[src/rtl/lcd_cap_pkg.sv]
package lcd_cap_pkg;

  // Capture controller state: idle waits for a frame sync edge.
  typedef enum logic {
    CAP_IDLE = 1'b0,
    CAP_RUN  = 1'b1
  } cap_state_t;

endpackage

[src/rtl/lcd_sync_edge.sv]
// Multi-flop conditioning plus rising-edge detection for level-style syncs.
module lcd_sync_edge #(
  parameter int N_SIG  = 2,
  parameter int STAGES = 2
) (
  input  logic             clk,
  input  logic             rst,
  input  logic [N_SIG-1:0] sig_in,
  output logic [N_SIG-1:0] rise
);

  for (genvar g = 0; g < N_SIG; g++) begin : g_sig
    // sh[STAGES-1] is the conditioned level, sh[STAGES] its previous value
    logic [STAGES:0] sh;

    always_ff @(posedge clk) begin
      if (rst) sh <= '0;
      else     sh <= {sh[STAGES-1:0], sig_in[g]};
    end

    assign rise[g] = sh[STAGES-1] & ~sh[STAGES];

    // a held level yields one event only
    assert_single_rise_R2: assert property (@(posedge clk) disable iff (rst)
      rise[g] |=> !rise[g]);
  end

endmodule

[src/rtl/lcd_raster_count.sv]
// Sample position within a line and line index within a frame.
module lcd_raster_count #(
  parameter int CNT_W = 10
) (
  input  logic             clk,
  input  logic             rst,
  input  logic             hs_rise,
  input  logic             vs_rise,
  output logic [CNT_W-1:0] pos_q,
  output logic [CNT_W-1:0] line_q,
  output logic             line_ok
);

  localparam logic [CNT_W-1:0] CNT_MAX = '1;

  always_ff @(posedge clk) begin
    if (rst) begin
      pos_q   <= CNT_MAX;
      line_q  <= '0;
      line_ok <= 1'b0;
    end else begin
      // position saturates so a missing line sync never wraps into the window
      if (hs_rise)               pos_q <= '0;
      else if (pos_q != CNT_MAX) pos_q <= pos_q + 1'b1;

      if (vs_rise) begin
        line_q  <= '0;
        line_ok <= 1'b0;
      end else if (hs_rise) begin
        line_ok <= 1'b1;
        if (!line_ok)               line_q <= '0;
        else if (line_q != CNT_MAX) line_q <= line_q + 1'b1;
      end
    end
  end

endmodule

[src/rtl/lcd_cap_ctrl.sv]
// Frame-level control: window latch, buffer ping-pong, line-sync watchdog.
module lcd_cap_ctrl
  import lcd_cap_pkg::*;
#(
  parameter int CNT_W      = 10,
  parameter int HS_TIMEOUT = 1024
) (
  input  logic             clk,
  input  logic             rst,
  input  logic             hs_rise,
  input  logic             vs_rise,
  input  logic [CNT_W-1:0] cfg_pix_start,
  input  logic [CNT_W-1:0] cfg_pix_end,
  input  logic [CNT_W-1:0] cfg_line_start,
  input  logic [CNT_W-1:0] cfg_line_end,
  output logic             capturing,
  output logic             wr_buf,
  output logic             frame_done,
  output logic             err,
  output logic [CNT_W-1:0] win_ps,
  output logic [CNT_W-1:0] win_pe,
  output logic [CNT_W-1:0] win_ls,
  output logic [CNT_W-1:0] win_le
);

  localparam int GAP_W = $clog2(HS_TIMEOUT + 1);
  localparam logic [GAP_W-1:0] GAP_LAST = GAP_W'(HS_TIMEOUT - 1);

  cap_state_t       state;
  logic [GAP_W-1:0] gap_q;

  assign capturing = (state == CAP_RUN);

  always_ff @(posedge clk) begin
    if (rst) begin
      state      <= CAP_IDLE;
      gap_q      <= '0;
      wr_buf     <= 1'b0;
      frame_done <= 1'b0;
      err        <= 1'b0;
      win_ps     <= '0;
      win_pe     <= '0;
      win_ls     <= '0;
      win_le     <= '0;
    end else begin
      frame_done <= 1'b0;
      if (vs_rise) begin
        win_ps <= cfg_pix_start;
        win_pe <= cfg_pix_end;
        win_ls <= cfg_line_start;
        win_le <= cfg_line_end;
        gap_q  <= '0;
        if (state == CAP_RUN) begin
          wr_buf     <= ~wr_buf;
          frame_done <= 1'b1;
        end
        state <= CAP_RUN;
      end else if (state == CAP_RUN) begin
        if (hs_rise) begin
          gap_q <= '0;
        end else if (gap_q == GAP_LAST) begin
          err   <= 1'b1;
          state <= CAP_IDLE;
          gap_q <= '0;
        end else begin
          gap_q <= gap_q + 1'b1;
        end
      end
    end
  end

  // every strobe comes with a buffer flip
  assert_done_swaps_R7: assert property (@(posedge clk) disable iff (rst)
    frame_done |-> (wr_buf != $past(wr_buf)));

  // the buffer select never moves without a strobe
  assert_swap_needs_done_R7: assert property (@(posedge clk) disable iff (rst)
    (wr_buf != $past(wr_buf)) |-> frame_done);

  // strobe lasts one clock
  assert_done_single_R7: assert property (@(posedge clk) disable iff (rst)
    frame_done |=> !frame_done);

  // error flag is sticky
  assert_err_sticky_R8: assert property (@(posedge clk) disable iff (rst)
    $past(err) |-> err);

endmodule

[src/rtl/lcd_frame_grabber.sv]
module lcd_frame_grabber #(
  parameter int DATA_W      = 24,
  parameter int ACT_PIX     = 240,
  parameter int ACT_LINES   = 320,
  parameter int CNT_W       = 10,
  parameter int SYNC_STAGES = 2,
  parameter int HS_TIMEOUT  = 1024,
  localparam int DEPTH      = ACT_PIX * ACT_LINES,
  localparam int ADDR_W     = $clog2(DEPTH)
) (
  input  logic              clk,
  input  logic              rst,
  input  logic              lcd_hsync,
  input  logic              lcd_vsync,
  input  logic [DATA_W-1:0] lcd_rgb,
  input  logic [CNT_W-1:0]  cfg_pix_start,
  input  logic [CNT_W-1:0]  cfg_pix_end,
  input  logic [CNT_W-1:0]  cfg_line_start,
  input  logic [CNT_W-1:0]  cfg_line_end,
  output logic              wr_en,
  output logic [ADDR_W-1:0] wr_addr,
  output logic [DATA_W-1:0] wr_data,
  output logic              wr_buf,
  output logic              frame_done,
  output logic              sync_err
);

  // data travels one stage past the sync conditioning, matching the counters
  localparam int DLY = SYNC_STAGES + 1;

  logic [1:0]        sync_rise;
  logic              hs_rise, vs_rise;
  logic [CNT_W-1:0]  pos_q, line_q;
  logic              line_ok, capturing;
  logic [CNT_W-1:0]  win_ps, win_pe, win_ls, win_le;
  logic [DATA_W-1:0] dpipe [DLY];

  lcd_sync_edge #(.N_SIG(2), .STAGES(SYNC_STAGES)) u_sync (
    .clk    (clk),
    .rst    (rst),
    .sig_in ({lcd_vsync, lcd_hsync}),
    .rise   (sync_rise)
  );
  assign hs_rise = sync_rise[0];
  assign vs_rise = sync_rise[1];

  for (genvar g = 0; g < DLY; g++) begin : g_dly
    always_ff @(posedge clk) begin
      if (g == 0) dpipe[g] <= lcd_rgb;
      else        dpipe[g] <= dpipe[(g == 0) ? 0 : g-1];
    end
  end

  lcd_raster_count #(.CNT_W(CNT_W)) u_count (
    .clk     (clk),
    .rst     (rst),
    .hs_rise (hs_rise),
    .vs_rise (vs_rise),
    .pos_q   (pos_q),
    .line_q  (line_q),
    .line_ok (line_ok)
  );

  lcd_cap_ctrl #(.CNT_W(CNT_W), .HS_TIMEOUT(HS_TIMEOUT)) u_ctrl (
    .clk            (clk),
    .rst            (rst),
    .hs_rise        (hs_rise),
    .vs_rise        (vs_rise),
    .cfg_pix_start  (cfg_pix_start),
    .cfg_pix_end    (cfg_pix_end),
    .cfg_line_start (cfg_line_start),
    .cfg_line_end   (cfg_line_end),
    .capturing      (capturing),
    .wr_buf         (wr_buf),
    .frame_done     (frame_done),
    .err            (sync_err),
    .win_ps         (win_ps),
    .win_pe         (win_pe),
    .win_ls         (win_ls),
    .win_le         (win_le)
  );

  // window test and linear address for the sample aligned with the counters
  logic [CNT_W-1:0]  col, row;
  logic              in_win;
  logic [ADDR_W-1:0] lin_addr;

  always_comb begin
    col    = pos_q - win_ps;
    row    = line_q - win_ls;
    in_win = capturing && line_ok &&
             (pos_q >= win_ps) && (pos_q < win_pe) &&
             (line_q >= win_ls) && (line_q < win_le) &&
             (32'(col) < 32'(ACT_PIX)) && (32'(row) < 32'(ACT_LINES));
    lin_addr = ADDR_W'(row) * ADDR_W'(ACT_PIX) + ADDR_W'(col);
  end

  always_ff @(posedge clk) begin
    if (rst) begin
      wr_en   <= 1'b0;
      wr_addr <= '0;
      wr_data <= '0;
    end else begin
      wr_en   <= in_win;
      wr_addr <= lin_addr;
      wr_data <= dpipe[DLY-1];
    end
  end

  // address stays inside one buffer
  assert_addr_range_R6: assert property (@(posedge clk) disable iff (rst)
    wr_en |-> (32'(wr_addr) < 32'(DEPTH)));

  // writes only follow a cycle in which capture was running
  assert_write_in_capture_R3: assert property (@(posedge clk) disable iff (rst)
    wr_en |-> $past(capturing));

endmodule

[config.mk]
export PLATFORM = sky130hd
export DESIGN_NAME = lcd_frame_grabber
export DESIGN_NICKNAME = d
export VERILOG_FILES = /design/src/rtl/lcd_cap_pkg.sv /design/src/rtl/lcd_sync_edge.sv /design/src/rtl/lcd_raster_count.sv /design/src/rtl/lcd_cap_ctrl.sv /design/src/rtl/lcd_frame_grabber.sv
export SDC_FILE = /design/constraint.sdc
export NUM_CORES = 1
export LEC_CHECK = 0
export BUFFER_PORTS_ARGS = -buffer_cell sky130_fd_sc_hd__buf_2
export CORE_AREA = 2 2 149 151
export CTS_BUF_LIST = sky130_fd_sc_hd__clkbuf_4 sky130_fd_sc_hd__clkbuf_8 sky130_fd_sc_hd__clkbuf_16
export DETAILED_ROUTE_END_ITERATION = 6
export DIE_AREA = 0 0 151 153
export PLACE_DENSITY_LB_ADDON = 0.08
export SYNTH_ARGS = -nofsm -noshare
export SYNTH_HDL_FRONTEND = slang
export SYNTH_SLANG_ARGS = --single-unit
export TNS_END_PERCENT = 10
[constraint.sdc]
create_clock -name clk -period 6 [get_ports clk]
set_input_delay 0.6 -clock clk [delete_from_list [all_inputs] [get_ports clk]]
set_output_delay 0.6 -clock clk [all_outputs]
set_load 0.02 [all_outputs]
==> impl_metrics.json <==
{
  "comb_power_share_pct": 37.0,
  "wire_per_inst_um": 13.0,
  "cp_top_family": "adder cells",
  "p_sw_mw": 1.56,
  "clk_latency_ns": 0.44,
  "synth_top_area_share_pct": 46.5,
  "syn_avg_cell_area_sq_um": 9.44,
  "syn_area_sq_mm": 0.00844,
  "final_cells": 1297,
  "ios": 113,
  "worst_slew_pin_slew_ns": 1.03,
  "fillers": 2123,
  "ys_types": 60,
  "crit_chain": "inv_1, ha_1, fa_1, xnor2_1, fa_1, fa_1, inv_1, fa_1, xnor2_1, ha_1, o21a_1, o31a_1, o21ai_0, nand2b_1, and4_1, nand4_1, nor3b_1",
  "synth_edf_count": 0,
  "cp_max_fo": 5,
  "seq_power_share_pct": 35.2,
  "cts_buffer_depth": 2,
  "endpoint_kind": "register",
  "cts_num_sinks": 196,
  "syn_to_final_growth_pct": 17.1,
  "ys_seq_area_share_pct": 46.5,
  "min_path_cells": 1,
  "drtAntennaViolNets": 0,
  "placedCellCount": 1264,
  "cts_tree": "done",
  "p_per_area_mw_per_mm2": 429,
  "post_cts_buffers": 0,
  "critPathLaunchType": "register",
  "die_h_um": 153,
  "clock_skew_ns": 0.0160,
  "peakVddDrop_uv": 191,
  "ys_warn_count": 0,
  "relSlewSlack_pct": 30.9,
  "dr_total_vias": 6105,
  "pwr-share-clk_pct": 27.8,
  "max_freq_mhz": 205,
  "tns_ns": 0,
  "holdCritPathClass": "in2reg",
  "yosysMostFrequentCell": "dfxtp_1",
  "grt_pass1_wl_um": 28100,
  "p_leak_nw": 4.23,
  "synthTopCellsByCount": "196 x dfxtp_1, 101 x nand2_1, 83 x inv_1, 67 x ha_1, 63 x a21oi_1",
  "gp_congestion": 0.803,
  "grt_remaining_overflow": 0,
  "routed_wl_um": 16900,
  "worstPathArrival_ns": 5.18,
  "path_common_cell": "fa_1",
  "hp-start": "lcd_rgb[19]",
  "path_buf_inv": 2,
  "core.rowCount": 54,
  "ys_ff_latch": 196,
  "grtUsageTotal_pct": 15.1,
  "synthesis.nets": 1043,
  "cts_buffers": 17,
  "finalSetupViolations": 0,
  "r2r-end": "wr_addr[16]",
  "netlist_top_cells_area": "dfxtp_1 46%, ha_1 9.9%, nand2_1 4.5%",
  "grt_pass1_vias": 5708,
  "drcViolationCount": 0,
  "die_x_um": 151,
  "r2r_start": "u_count.line_q[0]",
  "cts_resized": 0,
  "cp_slowest_cell": "fa_1",
  "required_ns": 6.30,
  "start_util_pct": 39.3,
  "layout-drive-gt1-share_pct": 15.6,
  "cap_viol_max_count": 0,
  "clk_pin_slew_ns": 0.09,
  "synth-main-ff-cell": "dfxtp_1",
  "root_buffer": "clkbuf_16",
  "switching_share_pct": 36.6,
  "reg2regPathDepth": 17,
  "drt_first_pass_iters": 5,
  "p_int_mw": 2.69,
  "rsz0062_at_grt": "no",
  "fin_nets": 1152,
  "syn_inst": 894,
  "async_flop_share_pct": 0,
  "slew_violations": 0,
  "grt_max_degree": 52,
  "slowest_delay_ns": 0.54,
  "timing.final.ws_setup_ns": 1.12,
  "path_class": "reg2reg",
  "status": "finished clean",
  "dp_hpwl_um": 12300,
  "via_per_inst": 4.71,
  "yosysTopAreaCell": "dfxtp_1",
  "period_minus_slack_ns": 4.88,
  "io_buffers": 112,
  "period_share_pct": 81.3,
  "drt_iter0_markers": 226,
  "cts_hold_buf": 0,
  "place_ws_ns": 1.10,
  "dieArea_sq_mm": 0.0231,
  "core-area_sq_mm": 0.0215,
  "hold_viol": 0,
  "grt_antenna_before_repair": 3,
  "min_to": "dpipe[0][19]",
  "h-tree-depth": 4,
  "rrSetupSlack_ns": 1.12
}
==> placed cells by master (no fill, tap or decap), types with 3 or more instances in the layout <==
cell type / instances
clkbuf_16: 17
clkinv_8: 4
o31a_1: 4
or3_1: 8
or4_1: 3
xnor2_1: 26
ha_1: 67
inv_12: 4
inv_8: 3
o2111ai_1: 3
nand2_1: 101
nor3b_1: 4
a211oi_1: 5
buf_4: 4
a21oi_1: 63
o31ai_1: 3
a2111oi_0: 4
nand3_1: 16
o211ai_1: 3
a31oi_1: 10
nand4_1: 11
nor4_1: 3
nand2b_1: 8
dfxtp_1: 196
o21ai_1: 3
nor2b_1: 44
a41oi_1: 3
nor3_1: 15
buf_2: 111
and3_1: 7
a21o_1: 10
fa_1: 14
o21ai_0: 29
xor2_1: 26
nor2_1: 54
o21a_1: 11
inv_1: 83
==> cell type report <==
type	instances	area [sq um]	area share [%]
clock buffers	17	425	4.30
inverters	84	315	3.19
well taps	280	350	3.54
repair buffers	115	586	5.92
diodes	1	2.50	0.0253
multi-input cells	589	4090	41.4
clock inverters	15	195	1.97
flip-flops and latches	196	3920	39.7
==> routing by layer <==
metal	vias to the layer above	part of all wire (%)	GRT usage [%]
met5	-	0.10	0
met4	4	0.99	4.54
met3	15	5.1	4.45
met2	112	44	23.1
met1	2745	50	20.7
li1	3229	-	-
==> power groups by stage <==
stage          clock network [mW]  registers (mW)  logic [mW]
6_report                     1.18            1.49        1.57
5_1_grt                      1.28            1.51        1.79
4_1_cts                      1.22            1.50        1.59
3_5_place_dp                    0            1.53        1.58
3_3_place_gp                    0            1.52        1.57
2_1_floorplan                   0            1.58        1.21
==> logic make-up (layout without fill, tap and decap cells) <==
kind of cell | Yosys count | count (layout) | share of synthesized area, %
buf+inv | 109 | 231 | 5.17
simple gates | 285 | 285 | 16.6
xor+xnor | 53 | 53 | 5.59
other cells | 0 | 1 | 0
fa+ha+maj | 83 | 83 | 13.5
compound gates | 168 | 168 | 12.7
flops | 196 | 196 | 46.5
==> state kept, by name, indices dropped and copies added (netlist names), 6 cells and up <==
| register | flops |
|---|---|
| u_ctrl.win_le | 10 |
| dpipe | 72 |
| u_ctrl.gap_q | 11 |
| u_ctrl.win_ls | 10 |
| u_ctrl.win_ps | 10 |
| u_count.pos_q | 10 |
| u_sync.g_sig.sh | 6 |
| u_ctrl.win_pe | 10 |
| wr_data | 24 |
| wr_addr | 17 |
| u_count.line_q | 10 |
==> worst max path at each step <==
stage,depth (start not counted),to,start,slack [ns]
2_1_floorplan,20,wr_addr[15],u_count.line_q[0],1.46
3_3_place_gp,21,wr_addr[15],u_ctrl.win_ls[1],1.20
3_5_place_dp,17,wr_addr[16],u_count.line_q[0],1.10
4_1_cts,17,wr_addr[16],u_count.line_q[0],1.06
5_1_grt,20,wr_addr[15],u_count.line_q[1],0.71
6_report,17,wr_addr[16],u_count.line_q[0],1.12
==> through the flow <==
step / cell area (sq um) / util [%] / total power, mW / hold WS, ns
5_1_grt: 9880 / 46.0 / 4.58 / 0.224
3_5_place_dp: 9260 / 43.1 / 3.10 / 0.312
3_3_place_gp: 9260 / 43.1 / 3.10 / 0.310
4_1_cts: 9880 / 46.0 / 4.31 / 0.234
6_report: 9890 / 46.0 / 4.25 / 0.256
2_1_floorplan: 8440 / - / 2.79 / 0.310
Note: power is estimated with default switching activity, not from simulation.
